==> config.mk <==
export PLATFORM = sky130hd
export DESIGN_NAME = bcu_branch_unit
export DESIGN_NICKNAME = d
export VERILOG_FILES = /design/src/rtl/bcu_pkg.sv /design/src/rtl/bcu_rst_sync.sv /design/src/rtl/bcu_cond_eval.sv /design/src/rtl/bcu_target.sv /design/src/rtl/bcu_branch_unit.sv
export SDC_FILE = /design/constraint.sdc
export NUM_CORES = 1
export LEC_CHECK = 0
export ABC_AREA = 1
export BUFFER_PORTS_ARGS = -buffer_cell sky130_fd_sc_hd__buf_4
export CORE_MARGIN = 2
export CORE_UTILIZATION = 48
export CTS_BUF_LIST = sky130_fd_sc_hd__clkbuf_4 sky130_fd_sc_hd__clkbuf_8
export DETAILED_ROUTE_END_ITERATION = 7
export PLACE_DENSITY_LB_ADDON = 0.25
export SYNTH_ARGS = -nofsm -noshare
export SYNTH_HDL_FRONTEND = slang
export SYNTH_HIERARCHICAL = 1
export SYNTH_SLANG_ARGS = --single-unit
==> constraint.sdc <==
create_clock -name clk -period 0.8 [get_ports clk]
set_input_delay 0.04 -clock clk [delete_from_list [all_inputs] [get_ports clk]]
set_output_delay 0.04 -clock clk [all_outputs]
set_load 0.03 [all_outputs]
==> src/rtl/bcu_pkg.sv <==
package bcu_pkg;
  typedef enum logic [1:0] {
    CC_EQ   = 2'b00,
    CC_TEST = 2'b01,
    CC_SLT  = 2'b10,
    CC_ULT  = 2'b11
  } cc_e;

  localparam int unsigned IDX_W       = 2;
  localparam int unsigned OFF_W       = 7;
  localparam int unsigned INSTR_BYTES = 2;
endpackage

==> src/rtl/bcu_rst_sync.sv <==
module bcu_rst_sync #(
  parameter int unsigned STAGES = 2
) (
  input  logic clk,
  input  logic rst_n,
  output logic rst_sync_n
);
  logic [STAGES-1:0] chain_q;

  always_ff @(posedge clk or negedge rst_n) begin
    if (!rst_n) chain_q <= '0;
    else        chain_q <= {chain_q[STAGES-2:0], 1'b1};
  end

  assign rst_sync_n = chain_q[STAGES-1];
endmodule

==> src/rtl/bcu_cond_eval.sv <==
module bcu_cond_eval
  import bcu_pkg::*;
#(
  parameter int unsigned DATA_W = 16
) (
  input  logic [IDX_W-1:0]  idx_a,
  input  logic [IDX_W-1:0]  idx_b,
  input  logic [DATA_W-1:0] val_a,
  input  logic [DATA_W-1:0] val_b,
  input  logic [1:0]        cond,
  output logic              is_br,
  output logic              hit
);
  logic mirrored;
  logic eq_r, tst_r, slt_r, sgt_r, ult_r, ugt_r;
  logic raw;

  assign is_br    = (idx_a != idx_b);
  assign mirrored = (idx_a > idx_b);

  assign eq_r  = (val_a == val_b);
  assign tst_r = |(val_a & val_b);
  assign slt_r = ($signed(val_a) < $signed(val_b));
  assign sgt_r = ($signed(val_b) < $signed(val_a));
  assign ult_r = (val_a < val_b);
  assign ugt_r = (val_b < val_a);

  always_comb begin
    unique case (cc_e'(cond))
      CC_EQ:   raw = mirrored ? !eq_r  : eq_r;
      CC_TEST: raw = mirrored ? !tst_r : tst_r;
      CC_SLT:  raw = mirrored ? sgt_r  : slt_r;
      CC_ULT:  raw = mirrored ? ugt_r  : ult_r;
      default: raw = 1'b0;
    endcase
  end

  assign hit = is_br & raw;
endmodule

==> src/rtl/bcu_target.sv <==
module bcu_target
  import bcu_pkg::*;
#(
  parameter int unsigned ADDR_W = 16
) (
  input  logic [ADDR_W-1:0] pc,
  input  logic [OFF_W-1:0]  offset,
  input  logic              take,
  output logic [ADDR_W-1:0] next_pc
);
  localparam int unsigned EXT_W = (ADDR_W > OFF_W) ? ADDR_W - OFF_W : 0;

  logic [ADDR_W-1:0] seq_pc;
  logic [ADDR_W-1:0] off_ext;

  generate
    if (EXT_W > 0) begin : g_sext
      assign off_ext = {{EXT_W{offset[OFF_W-1]}}, offset};
    end else begin : g_trunc
      assign off_ext = offset[ADDR_W-1:0];
    end
  endgenerate

  assign seq_pc  = pc + ADDR_W'(INSTR_BYTES);
  assign next_pc = take ? (seq_pc + off_ext) : seq_pc;
endmodule

==> src/rtl/bcu_branch_unit.sv <==
module bcu_branch_unit
  import bcu_pkg::*;
#(
  parameter int unsigned DATA_W = 16,
  parameter int unsigned ADDR_W = 16
) (
  input  logic              clk,
  input  logic              rst_n,
  input  logic              eval_en,
  input  logic [1:0]        idx_a,
  input  logic [1:0]        idx_b,
  input  logic [DATA_W-1:0] val_a,
  input  logic [DATA_W-1:0] val_b,
  input  logic [1:0]        cond,
  input  logic [6:0]        offset,
  input  logic [ADDR_W-1:0] pc,
  output logic              taken,
  output logic              is_branch,
  output logic [ADDR_W-1:0] next_pc
);
  logic              rst_int_n;
  logic              br_d, hit_d;
  logic [ADDR_W-1:0] npc_d;
  logic              taken_q, br_q;
  logic [ADDR_W-1:0] npc_q;
  logic              taken_nx, br_nx;
  logic [ADDR_W-1:0] npc_nx;

  bcu_rst_sync #(.STAGES(2)) u_rst (
    .clk        (clk),
    .rst_n      (rst_n),
    .rst_sync_n (rst_int_n)
  );

  bcu_cond_eval #(.DATA_W(DATA_W)) u_cond (
    .idx_a (idx_a),
    .idx_b (idx_b),
    .val_a (val_a),
    .val_b (val_b),
    .cond  (cond),
    .is_br (br_d),
    .hit   (hit_d)
  );

  bcu_target #(.ADDR_W(ADDR_W)) u_tgt (
    .pc      (pc),
    .offset  (offset),
    .take    (hit_d),
    .next_pc (npc_d)
  );

  always_comb begin
    taken_nx = taken_q;
    br_nx    = br_q;
    npc_nx   = npc_q;
    if (eval_en) begin
      taken_nx = hit_d;
      br_nx    = br_d;
      npc_nx   = npc_d;
    end
  end

  always_ff @(posedge clk or negedge rst_int_n) begin
    if (!rst_int_n) begin
      taken_q <= 1'b0;
      br_q    <= 1'b0;
      npc_q   <= '0;
    end else begin
      taken_q <= taken_nx;
      br_q    <= br_nx;
      npc_q   <= npc_nx;
    end
  end

  assign taken     = taken_q;
  assign is_branch = br_q;
  assign next_pc   = npc_q;
endmodule

==> results.yml, run 1 <==
synthesis:
  synth_top_area_cell: "ha_1"
  syn-num-nets: 651
  syn_inst: 516
  synth.avg_cell_area_sq_um: 6.53
  yosysTopAreaCellShare: 0.260
  ys_seq_area_frac: 0.149
  yosys_warnings: 6
  synth_cell_types: 39
  netlist_area_sq_um: 3370
  ys_top_cells_by_area: "ha_1 26%, nand2_1 20%, dfrtp_1 15%"
  ys_seq_elements: 20
die:
  die_x_um: 87.8
  num_rows: 30
  start_util: 0.496
  chipHeight_um: 87.8
  ios: 82
clocking:
  root_buffer: "clkbuf_8"
  clock_path_buffers: 2
  cts_buffers: 3
  clock_sink_count: 20
  htreeDepth: 1
sta:
  crit_endpoint: "next_pc[15]$_DFFE_PN0P_/D"
  worst-ep-kind: "register input"
place:
  place_ws_ns: -1.47
  hpwlAfterDp_mm: 7.99
  gp_congestion: 0.965
  io_buffers: 81
status:
  error_line: "[ERROR GRT-0232] Routing congestion too high. Check the congestion heatmap in the GUI."
  haltStage: "global routing (5_1_grt)"
  status: "aborted with a tool error"
global_routing:
  globalRouteTotalUtil: 0.591
  overflow: 3
  grt_max_degree: 20
[layer usage]
| metal | GRT usage | overflow |
|---|---|---|
| met5 | 0.110 | 0 |
| met4 | 0.576 | 1 |
| met3 | 0.378 | 1 |
| met2 | 0.829 | 1 |
| met1 | 0.570 | 0 |
[repair_timing]
item | 4_1_cts
resized for setup | 145
gates cloned | 4
setup buffers | 23
endpoints found under the hold margin | 2
pin swaps | 54
hold buffers | 1
setup endpoints to repair | 35
[through the flow]
stage                     setup TNS (ns)  cell area (sq um)  hold WS, ns  instances  utilization
after detailed placement          -22.46               4990       -0.175        770        0.734
after floorplan                   -15.76               3680       -0.256        516            -
after CTS                         -17.25               5960        0.104        802        0.878
after global placement            -21.31               4990       -0.176        770        0.734
[cell usage after synthesis (all sizes together)]
| library cell | n |
|---|---|
| clkbuf | 1 |
| nand2 | 188 |
| a21oi | 27 |
| ha | 70 |
| o21bai | 2 |
| nand4 | 7 |
| xnor2 | 5 |
| nor3 | 5 |
| o31ai | 1 |
| inv | 87 |
| clkinv | 1 |
| conb | 1 |
| and2 | 2 |
| nand3b | 3 |
| nor4 | 6 |
| xor2 | 10 |
| nand3 | 25 |
| o21a | 3 |
| fa | 1 |
| nor2 | 27 |
| dfrtp | 20 |
| buf | 5 |
| o21ai | 18 |
| a21o | 1 |
[cell families after synthesis]
| logic type | synth area share |
|---|---|
| AND/OR/NAND/NOR | 0.343 |
| buffers and inverters | 0.114 |
| adder cells (fa/ha/maj) | 0.266 |
| AO/OA/AOI/OAI | 0.0873 |
| flip-flops | 0.149 |
| XOR/XNOR | 0.0390 |
| other | 0.00111 |
==> inputs of run 2 (changes only) <==
CORE_UTILIZATION = 33   (was 48)
CTS_BUF_LIST = not set   (was sky130_fd_sc_hd__clkbuf_4 sky130_fd_sc_hd__clkbuf_8)
PLACE_DENSITY_LB_ADDON = 0.15   (was 0.25)
==> results.yml, run 2 <==
clocking:
  path_clk_slew_ns: 0.08
  clock_sink_count: 20
  cts_tree: "done"
  root_buffer: "clkbuf_8"
  clock_path_buffers: 2
  cts_buffers: 3
  htreeDepth: 1
  insertion_delay_ns: 0.26
sta:
  setup_ws_ns: -1.25
  max_freq_ghz: 0.487
  fin_crit_ns: 2.05
  period_share: 2.57
  whs_ns: 0.0959
  slew_viol_final: 0
  hold_viol_final: 0
  rsz0062_at_grt: "yes"
  setup_viol: 35
  final.setup.tns_ns: -17.80
  finalClockSkew_ns: 0.00964
die:
  die_area_sq_um: 11000
  core_area_sq_um: 9820
  num_rows: 36
  die_x_um: 105
  start_util: 0.343
  ios: 82
  chipHeight_um: 105
worst_setup_path:
  cp_slowest_stage_delay_ns: 0.43
  cp_data_required_time_ns: 0.96
  path_class: "input port to flop"
  crit_chain: "buf_4, inv_1, buf_4, nor3_1, nand4_1, nand2_2, inv_2, ha_4, nand2_4, buf_6, nor3_2, nand2_1, nand2_2, inv_2, nand2_2, nand2_1, nand2_1, nand2_1, nand2_1, nand2_1"
  cpLargestDelayFamily: "simple AND/OR/NAND/NOR gates"
  slowest_stage: "nor3_1"
  crit_top_cell: "nand2_1"
  crit_fanout: 3
  end_kind: "flop"
  start_kind: "input port"
  arrival_ns: 2.21
  critPathBufInv: 6
job:
  cap_viol_max_count: 0
power_and_ir_drop:
  peakVddDrop_mv: 0.689
  leakage_nw: 3.37
  power.density_nw_per_um2: 1120
place:
  hpwlAfterDp_mm: 7.93
  io_buffers: 81
  place_area_sq_um: 5040
  place_ws_ns: -1.63
  gp_congestion: 0.922
route:
  wirelength_mm: 11.0
  drt_iter0_markers: 165
  vias: 4011
  ant_nets: 0
  wl_per_cell_um: 12.8
  routed_via_density: 4.66
  dr.pass1.iters: 5
  drc_errors: 0
final_layout:
  final_area_sq_um: 6610
  final_nets: 863
  fillers: 841
  drive_gt1_frac: 0.591
  antennaDiodeCount: 0
  final_common_cell: "buf_4"
  multiInputGateArea_sq_um: 3590
  final_cell_mix: "150 x buf_4, 120 x nand2_1, 54 x inv_1, 51 x buf_6, 47 x nand2_2"
  largest_reg_flops: 16
  register_area_sq_um: 500
  area_delta_synth_final_pct: 96.4
status:
  status: "complete, but fails checks"
  violations: "negative setup slack"
synthesis:
  synth-edff-count: 0
  ys.flop_type: "dfrtp_1"
  yosysMostFrequentCell: "nand2_1"
  syn_inst: 516
  yosysTopAreaCellShare: 0.260
  synth.avg_cell_area_sq_um: 6.53
  ys_top_cells_by_area: "ha_1 26%, nand2_1 20%, dfrtp_1 15%"
  syn-num-nets: 651
  yosys_warnings: 6
  ys_async_sr_fraction: 1.00
  netlist_area_sq_um: 3370
  synth_top_area_cell: "ha_1"
  ys_seq_area_frac: 0.149
  ys_seq_elements: 20
  synth_cell_types: 39
  synth_common_cells: "179 x nand2_1, 83 x inv_1, 70 x ha_1"
global_routing:
  globalRouteTotalUtil: 0.193
  grt_max_degree: 20
  overflow: 0
  grt_pass1_vias: 4144
  antenna_found_initial: 0
  grt_pass1_wl_mm: 18.0
worst_hold_path:
  min_path_type: "input port to asynchronous set/reset pin"
[run 2: cell counts after synthesis]
Identical to the previous run, type by type.
[run 2: power by group]
part / switching [mW] / internal (mW)
Clock: 0.334 / 0.668
Sequential: 0.139 / 1.19
Combinational: 2.53 / 2.55
[run 2: routing by layer]
layer  track usage  share of wire
met1         0.209           0.39
met4        0.0267          0.017
met5             0              0
met3        0.0243          0.028
met2         0.400           0.57
[run 2: final cells by class]
class / count / area share
inverters: 88 / 0.0551
clock buffers: 3 / 0.00624
flip-flops and latches: 20 / 0.0757
clock inverters: 1 / 0.00454
multi-input cells: 402 / 0.544
repair buffers: 213 / 0.290
well taps: 133 / 0.0252
[run 2: what timing repair did]
item,in CTS,in global routing
endpoints found under the hold margin,2,0
pin swaps,81,82
setup buffers,33,16
endpoints found under the setup margin,35,35
hold buffers,1,0
cloned,3,1
gates resized for setup,157,108
[run 2: kinds of logic after synthesis]
logic type | synth area share
simple gates | 0.343
flops | 0.149
compound gates | 0.0873
fa+ha+maj | 0.266
xor+xnor | 0.0390
buf+inv | 0.114
other cells | 0.00111
[run 2: stage by stage]
step	util	power [mW]	std cells
final	0.673	7.40	860
after detailed placement	0.514	4.78	810
after floorplan	-	3.31	516
after global placement	0.514	4.74	810
after global routing	0.673	7.92	860
after CTS	0.626	6.93	847
[run 2: worst paths after layout]
check | to | startpoint | slack, ns | cells after the start
max in group asynchronous | next_pc[9] | u_rst/chain_q[1] | 0.41 | 1
min in group clk | next_pc[1] | eval_en | 0.13 | 3
worst max-delay path | next_pc[15] | pc[11] | -1.25 | 20
worst max register to register | next_pc[0] | next_pc[0] | 0.05 | 3
worst min-delay path | u_rst/chain_q[1] | rst_n | 0.1 | 2
worst min register to register | next_pc[8] | u_rst/chain_q[1] | 0.19 | 1
Power figures use the tool's default switching activity.
==> inputs of run 3 (changes only) <==
CORE_ASPECT_RATIO = 1.75   (was not set)
SYNTH_HIERARCHICAL = not set   (was 1)
==> results.yml, run 3 <==
worst_setup_path:
  crit_fanout: 5
  critPathLaunch: "pc[1]"
  start_kind: "input port"
  critPathBufInv: 4
  slowest_stage: "ha_4"
  crit_top_cell: "nand2_1"
  path_class: "input port to flop"
  arrival_ns: 2.13
  r2r_slack_ns: -0.09
  crit_chain: "buf_8, ha_4, nand3_2, nor2_2, inv_2, nor2_4, nand3_1, xor2_1, inv_1, ha_4, nand2_1, nor2_1, inv_1, nor3_2, a21oi_1, xor2_1, nand3_1, nand2_1, nand2_1, nand2_1"
  cpLargestDelayFamily: "simple AND/OR/NAND/NOR gates"
  cp_slowest_stage_delay_ns: 0.31
  r2r_cells: 3
  reg2reg_to: "next_pc[9]"
  cp_data_required_time_ns: 0.94
  r2r-start: "next_pc[9]"
  end_kind: "flop"
synthesis:
  syn-num-nets: 593
  synth_cell_types: 39
  yosysMostFrequentCell: "nand2_1"
  synth_common_cells: "104 x nand2_1, 80 x inv_1, 66 x ha_1"
  ys_top_cells_by_area: "ha_1 26%, dfrtp_1 16%, nand2_1 12%"
  synth-edff-count: 0
  ys_seq_area_frac: 0.157
  ys_async_sr_fraction: 1.00
  yosysTopAreaCellShare: 0.259
  synth_top_area_cell: "ha_1"
  syn_inst: 462
  netlist_area_sq_um: 3190
  synth.avg_cell_area_sq_um: 6.91
  yosys_warnings: 0
  ys.flop_type: "dfrtp_1"
  ys_seq_elements: 20
sta:
  finalClockSkew_ns: 0.00345
  slew_viol_final: 0
  setup_viol: 35
  fin_crit_ns: 1.98
  period_share: 2.48
  rsz0062_at_grt: "yes"
  setup_ws_ns: -1.18
  max_freq_ghz: 0.504
  hold_viol_final: 0
die:
  ios: 82
  die_x_um: 78.4
  start_util: 0.337
  num_rows: 47
  core_area_sq_um: 9470
  chipHeight_um: 134
  die_area_sq_um: 10500
power_and_ir_drop:
  switchingPower_mw: 2.78
  leakage_nw: 3.05
  swShare: 0.392
  internal_power_mw: 4.31
  pwr-share-clk: 0.161
  power_frac_seq: 0.189
  total_power_mw: 7.09
  power.density_nw_per_um2: 1200
  peakVddDrop_mv: 1.53
  comb_power_share: 0.650
final_layout:
  final_nets: 800
  final_common_cell: "buf_4"
  final_cell_mix: "162 x buf_4, 88 x nand2_1, 65 x inv_1, 42 x ha_1, 40 x buf_6"
  largest_reg_flops: 16
  drive_gt1_frac: 0.521
  final_util: 0.622
  antennaDiodeCount: 0
  final_area_sq_um: 5890
  area_delta_synth_final_pct: 84.4
clocking:
  cts_buffers: 3
  cts_tree: "done"
  clock_sink_count: 20
  path_clk_slew_ns: 0.06
  root_buffer: "clkbuf_16"
  clock_path_buffers: 2
  htreeDepth: 1
  insertion_delay_ns: 0.25
global_routing:
  globalRouteTotalUtil: 0.201
  grt_pass1_vias: 3882
  grt_pass1_wl_mm: 17.0
  antenna_found_initial: 0
  overflow: 0
  grt_max_degree: 19
job:
  cap_viol_max_count: 0
status:
  violations: "negative setup slack"
  status: "complete, but fails checks"
route:
  wirelength_mm: 10.6
  vias: 3739
  drc_errors: 0
  dr.pass1.iters: 4
  drt_iter0_markers: 104
  wl_per_cell_um: 13.4
  ant_nets: 0
  routed_via_density: 4.73
place:
  place_area_sq_um: 4890
  hpwlAfterDp_mm: 8.50
  gp_congestion: 0.863
  io_buffers: 81
worst_hold_path:
  min_path_type: "input port to asynchronous set/reset pin"
run 3: worst max-delay path by stage:
stage	end	slack [ns]	depth (start not counted)
floorplan	next_pc[15]	-1.21	18
global placement	next_pc[14]	-1.69	18
detailed placement	next_pc[14]	-1.65	18
CTS	next_pc[9]	-1.19	19
global route	next_pc[15]	-1.42	19
finish	next_pc[15]	-1.18	20
run 3: what timing repair did:
item                                    in CTS  in global routing
setup buffers                               18                 16
endpoints found under the setup margin      35                 36
endpoints found under the hold margin        2                  0
hold buffers                                 1                  0
gates cloned                                 2                  0
pin swaps                                   45                 33
gates resized for setup                    107                 31
run 3: cell families (layout without fill, tap and decap cells):
logic type | Yosys count | count (layout) | share of synthesized area
compound gates | 53 | 53 | 0.0952
xor+xnor | 20 | 20 | 0.0548
fa+ha+maj | 67 | 67 | 0.265
buf+inv | 90 | 295 | 0.111
flops | 20 | 20 | 0.157
other cells | 1 | 1 | 0.00117
simple gates | 211 | 212 | 0.316
run 3: final cells by class:
type	count	area, sq um
clock buffers	4	88.8
fillers	871	3580
well taps	122	153
multi-input cells	353	3050
flip-flops and latches	20	500
inverters	83	324
repair buffers	208	1770
run 3: per-stage QoR:
stage | setup slack (ns) | hold WS [ns] | cells | setup TNS (ns)
2_1_floorplan | -1.21 | -0.256 | 462 | -15.59
3_3_place_gp | -1.69 | -0.177 | 753 | -23.67
3_5_place_dp | -1.65 | -0.174 | 753 | -23.45
4_1_cts | -1.19 | 0.0978 | 776 | -17.66
5_1_grt | -1.42 | 0.103 | 790 | -21.35
6_report | -1.18 | 0.106 | 790 | -18.25
run 3: power by group through the flow:
stage	clock network (mW)	registers [mW]	logic (mW)
2_1_floorplan	0	1.68	1.61
3_3_place_gp	0	1.32	3.55
3_5_place_dp	0	1.32	3.57
4_1_cts	1.15	1.34	4.35
5_1_grt	1.19	1.36	4.99
6_report	1.14	1.34	4.61
run 3: per-layer routing:
metal / track usage / routed length [um] / share of wire / vias up
met5: 0 / 0 / 0 / -
met4: 0.0867 / 530 / 0.050 / 0
met3: 0.0148 / 256 / 0.024 / 26
met2: 0.440 / 6440 / 0.61 / 82
met1: 0.174 / 3360 / 0.32 / 1727
li1: - / - / - / 1904
==> inputs of run 4 (changes only) <==
ABC_AREA = 0   (was 1)
==> results.yml, run 4 <==
synthesis:
  ys_top_cells_by_area: "ha_1 28%, dfrtp_1 17%, a21oi_1 6.0%"
  syn_inst: 356
  netlist_area_sq_um: 2920
  ys_seq_elements: 20
  synth_common_cells: "66 x ha_1, 41 x inv_1, 35 x a21oi_1"
  yosys_warnings: 0
  ys_seq_area_frac: 0.171
  syn-num-nets: 487
  yosysMostFrequentCell: "ha_1"
  synth.avg_cell_area_sq_um: 8.21
  synth_cell_types: 44
  yosysTopAreaCellShare: 0.283
  synth_top_area_cell: "ha_1"
  ys.flop_type: "dfrtp_1"
  synth-edff-count: 0
  ys_async_sr_fraction: 1.00
clocking:
  htreeDepth: 1
  path_clk_slew_ns: 0.06
  cts_buffers: 3
  clock_sink_count: 20
  root_buffer: "clkbuf_16"
  insertion_delay_ns: 0.26
  clock_path_buffers: 2
  cts_tree: "done"
status:
  violations: "negative setup slack"
  status: "complete, but fails checks"
job:
  cap_viol_max_count: 0
global_routing:
  grt_max_degree: 30
  grt_pass1_wl_mm: 14.6
  globalRouteTotalUtil: 0.191
  overflow: 0
  antenna_found_initial: 0
  grt_pass1_vias: 3378
power_and_ir_drop:
  total_power_mw: 7.11
  power.density_nw_per_um2: 1300
  leakage_nw: 2.60
  peakVddDrop_mv: 0.817
die:
  ios: 82
  num_rows: 45
  start_util: 0.337
  chipHeight_um: 128
  core_area_sq_um: 8670
  die_area_sq_um: 9660
  die_x_um: 75.1
worst_setup_path:
  r2r_slack_ns: 0.01
  cp_slowest_stage_delay_ns: 0.29
  critPathBufInv: 7
  cpLargestDelayFamily: "buffers and inverters"
  arrival_ns: 2.40
  end_kind: "flop"
  crit_chain: "buf_6, clkinvlp_4, buf_6, nor4_4, buf_4, buf_6, nand3_4, xnor2_4, ha_4, inv_1, buf_4, nor4_2, a31oi_1, a41o_1, a31oi_1"
  crit_top_cell: "buf_6"
  start_kind: "input port"
  r2r_cells: 3
  path_class: "input port to flop"
  slowest_stage: "nor4_4"
  cp_data_required_time_ns: 0.99
  crit_fanout: 4
  critical_path_depth: 15
place:
  io_buffers: 81
  gp_congestion: 0.858
  place_area_sq_um: 4520
  hpwlAfterDp_mm: 7.26
sta:
  period_share: 2.76
  slew_viol_final: 0
  setup_ws_ns: -1.41
  setup_viol: 35
  max_freq_ghz: 0.452
  finalClockSkew_ns: 0.00136
  rsz0062_at_grt: "yes"
  hold_viol_final: 0
  fin_crit_ns: 2.21
final_layout:
  final_cell_mix: "128 x buf_4, 46 x ha_1, 37 x buf_6, 32 x inv_1, 27 x a21oi_1"
  antennaDiodeCount: 0
  drive_gt1_frac: 0.500
  final_area_sq_um: 5460
  area_delta_synth_final_pct: 86.6
  final_common_cell: "buf_4"
  final_nets: 666
  largest_reg_flops: 16
route:
  wl_per_cell_um: 14.5
  routed_via_density: 4.97
  drc_errors: 0
  ant_nets: 0
  wirelength_mm: 9.42
  vias: 3236
  drt_iter0_markers: 82
  dr.pass1.iters: 4
worst_hold_path:
  min_path_type: "input port to asynchronous set/reset pin"
==> run 4: final cells by class <==
type | count | area [sq um]
Clock buffer | 3 | 75.1
Clock inverter | 1 | 30.0
Fill cell | 744 | 3220
Inverter | 41 | 178
Multi-Input combinational cell | 290 | 2900
Sequential cell | 20 | 500
Tap cell | 117 | 146
Timing Repair Buffer | 179 | 1630
==> run 4: cells by family after synthesis <==
family,synth area share
xor gates and xnor gates,0.0779
muxes,0.0479
other,0.00128
buffers and inverters,0.0621
adders and majority gates,0.289
AOI/OAI and AO/OA,0.181
DFF,0.171
and+or+nand+nor,0.170
==> run 4: worst paths after layout <==
check,start,end
min,rst_n,u_rst.chain_q[1]
min reg2reg,u_rst.chain_q[1],taken
max in group asynchronous,u_rst.chain_q[1],next_pc[3]
max,pc[6],next_pc[14]
min in group clk,eval_en,next_pc[2]
max reg2reg,next_pc[4],next_pc[4]
==> run 4: per-stage QoR <==
stage / hold slack (ns) / util / TNS, ns / setup slack (ns) / cells
after floorplan: -0.256 / - / -19.01 / -1.36 / 356
after global placement: -0.178 / 0.522 / -26.79 / -1.72 / 621
after detailed placement: -0.173 / 0.522 / -27.19 / -1.74 / 621
after CTS: 0.0970 / 0.583 / -22.52 / -1.40 / 640
after global routing: 0.105 / 0.629 / -25.77 / -1.56 / 651
final: 0.0969 / 0.629 / -23.29 / -1.41 / 651
==> run 4: repair_timing <==
item | 4_1_cts | 5_1_grt
setup endpoints to repair | 35 | 36
resized for setup | 65 | 57
endpoints found under the hold margin | 2 | 0
hold buffers | 1 | 0
pin swaps | 32 | 41
buffers inserted | 14 | 11
gates cloned | 0 | 1
==> run 4: report_power, final <==
part	internal, mW	switching, mW
sequential	1.21	0.148
clock	0.996	0.454
combinational	2.29	2.01
==> run 4: per-layer routing <==
metal  vias up  routed length [um]  global-route usage  share of wire
met2        73                5680               0.401           0.60
met3        26                 256              0.0133          0.027
met4         0                 369              0.0722          0.039
met5         -                   0                   0              0
met1      1530                3110               0.177           0.33
li1       1607                   -                   -              -
==> run 4: worst reg2reg max path: cells and delay by family (launching register included) <==
kind	cells	cell delay, ns
DFF	1	0.39
buffers and inverters	1	0.14
and+or+nand+nor	1	0.08
AOI/OAI and AO/OA	1	0.05
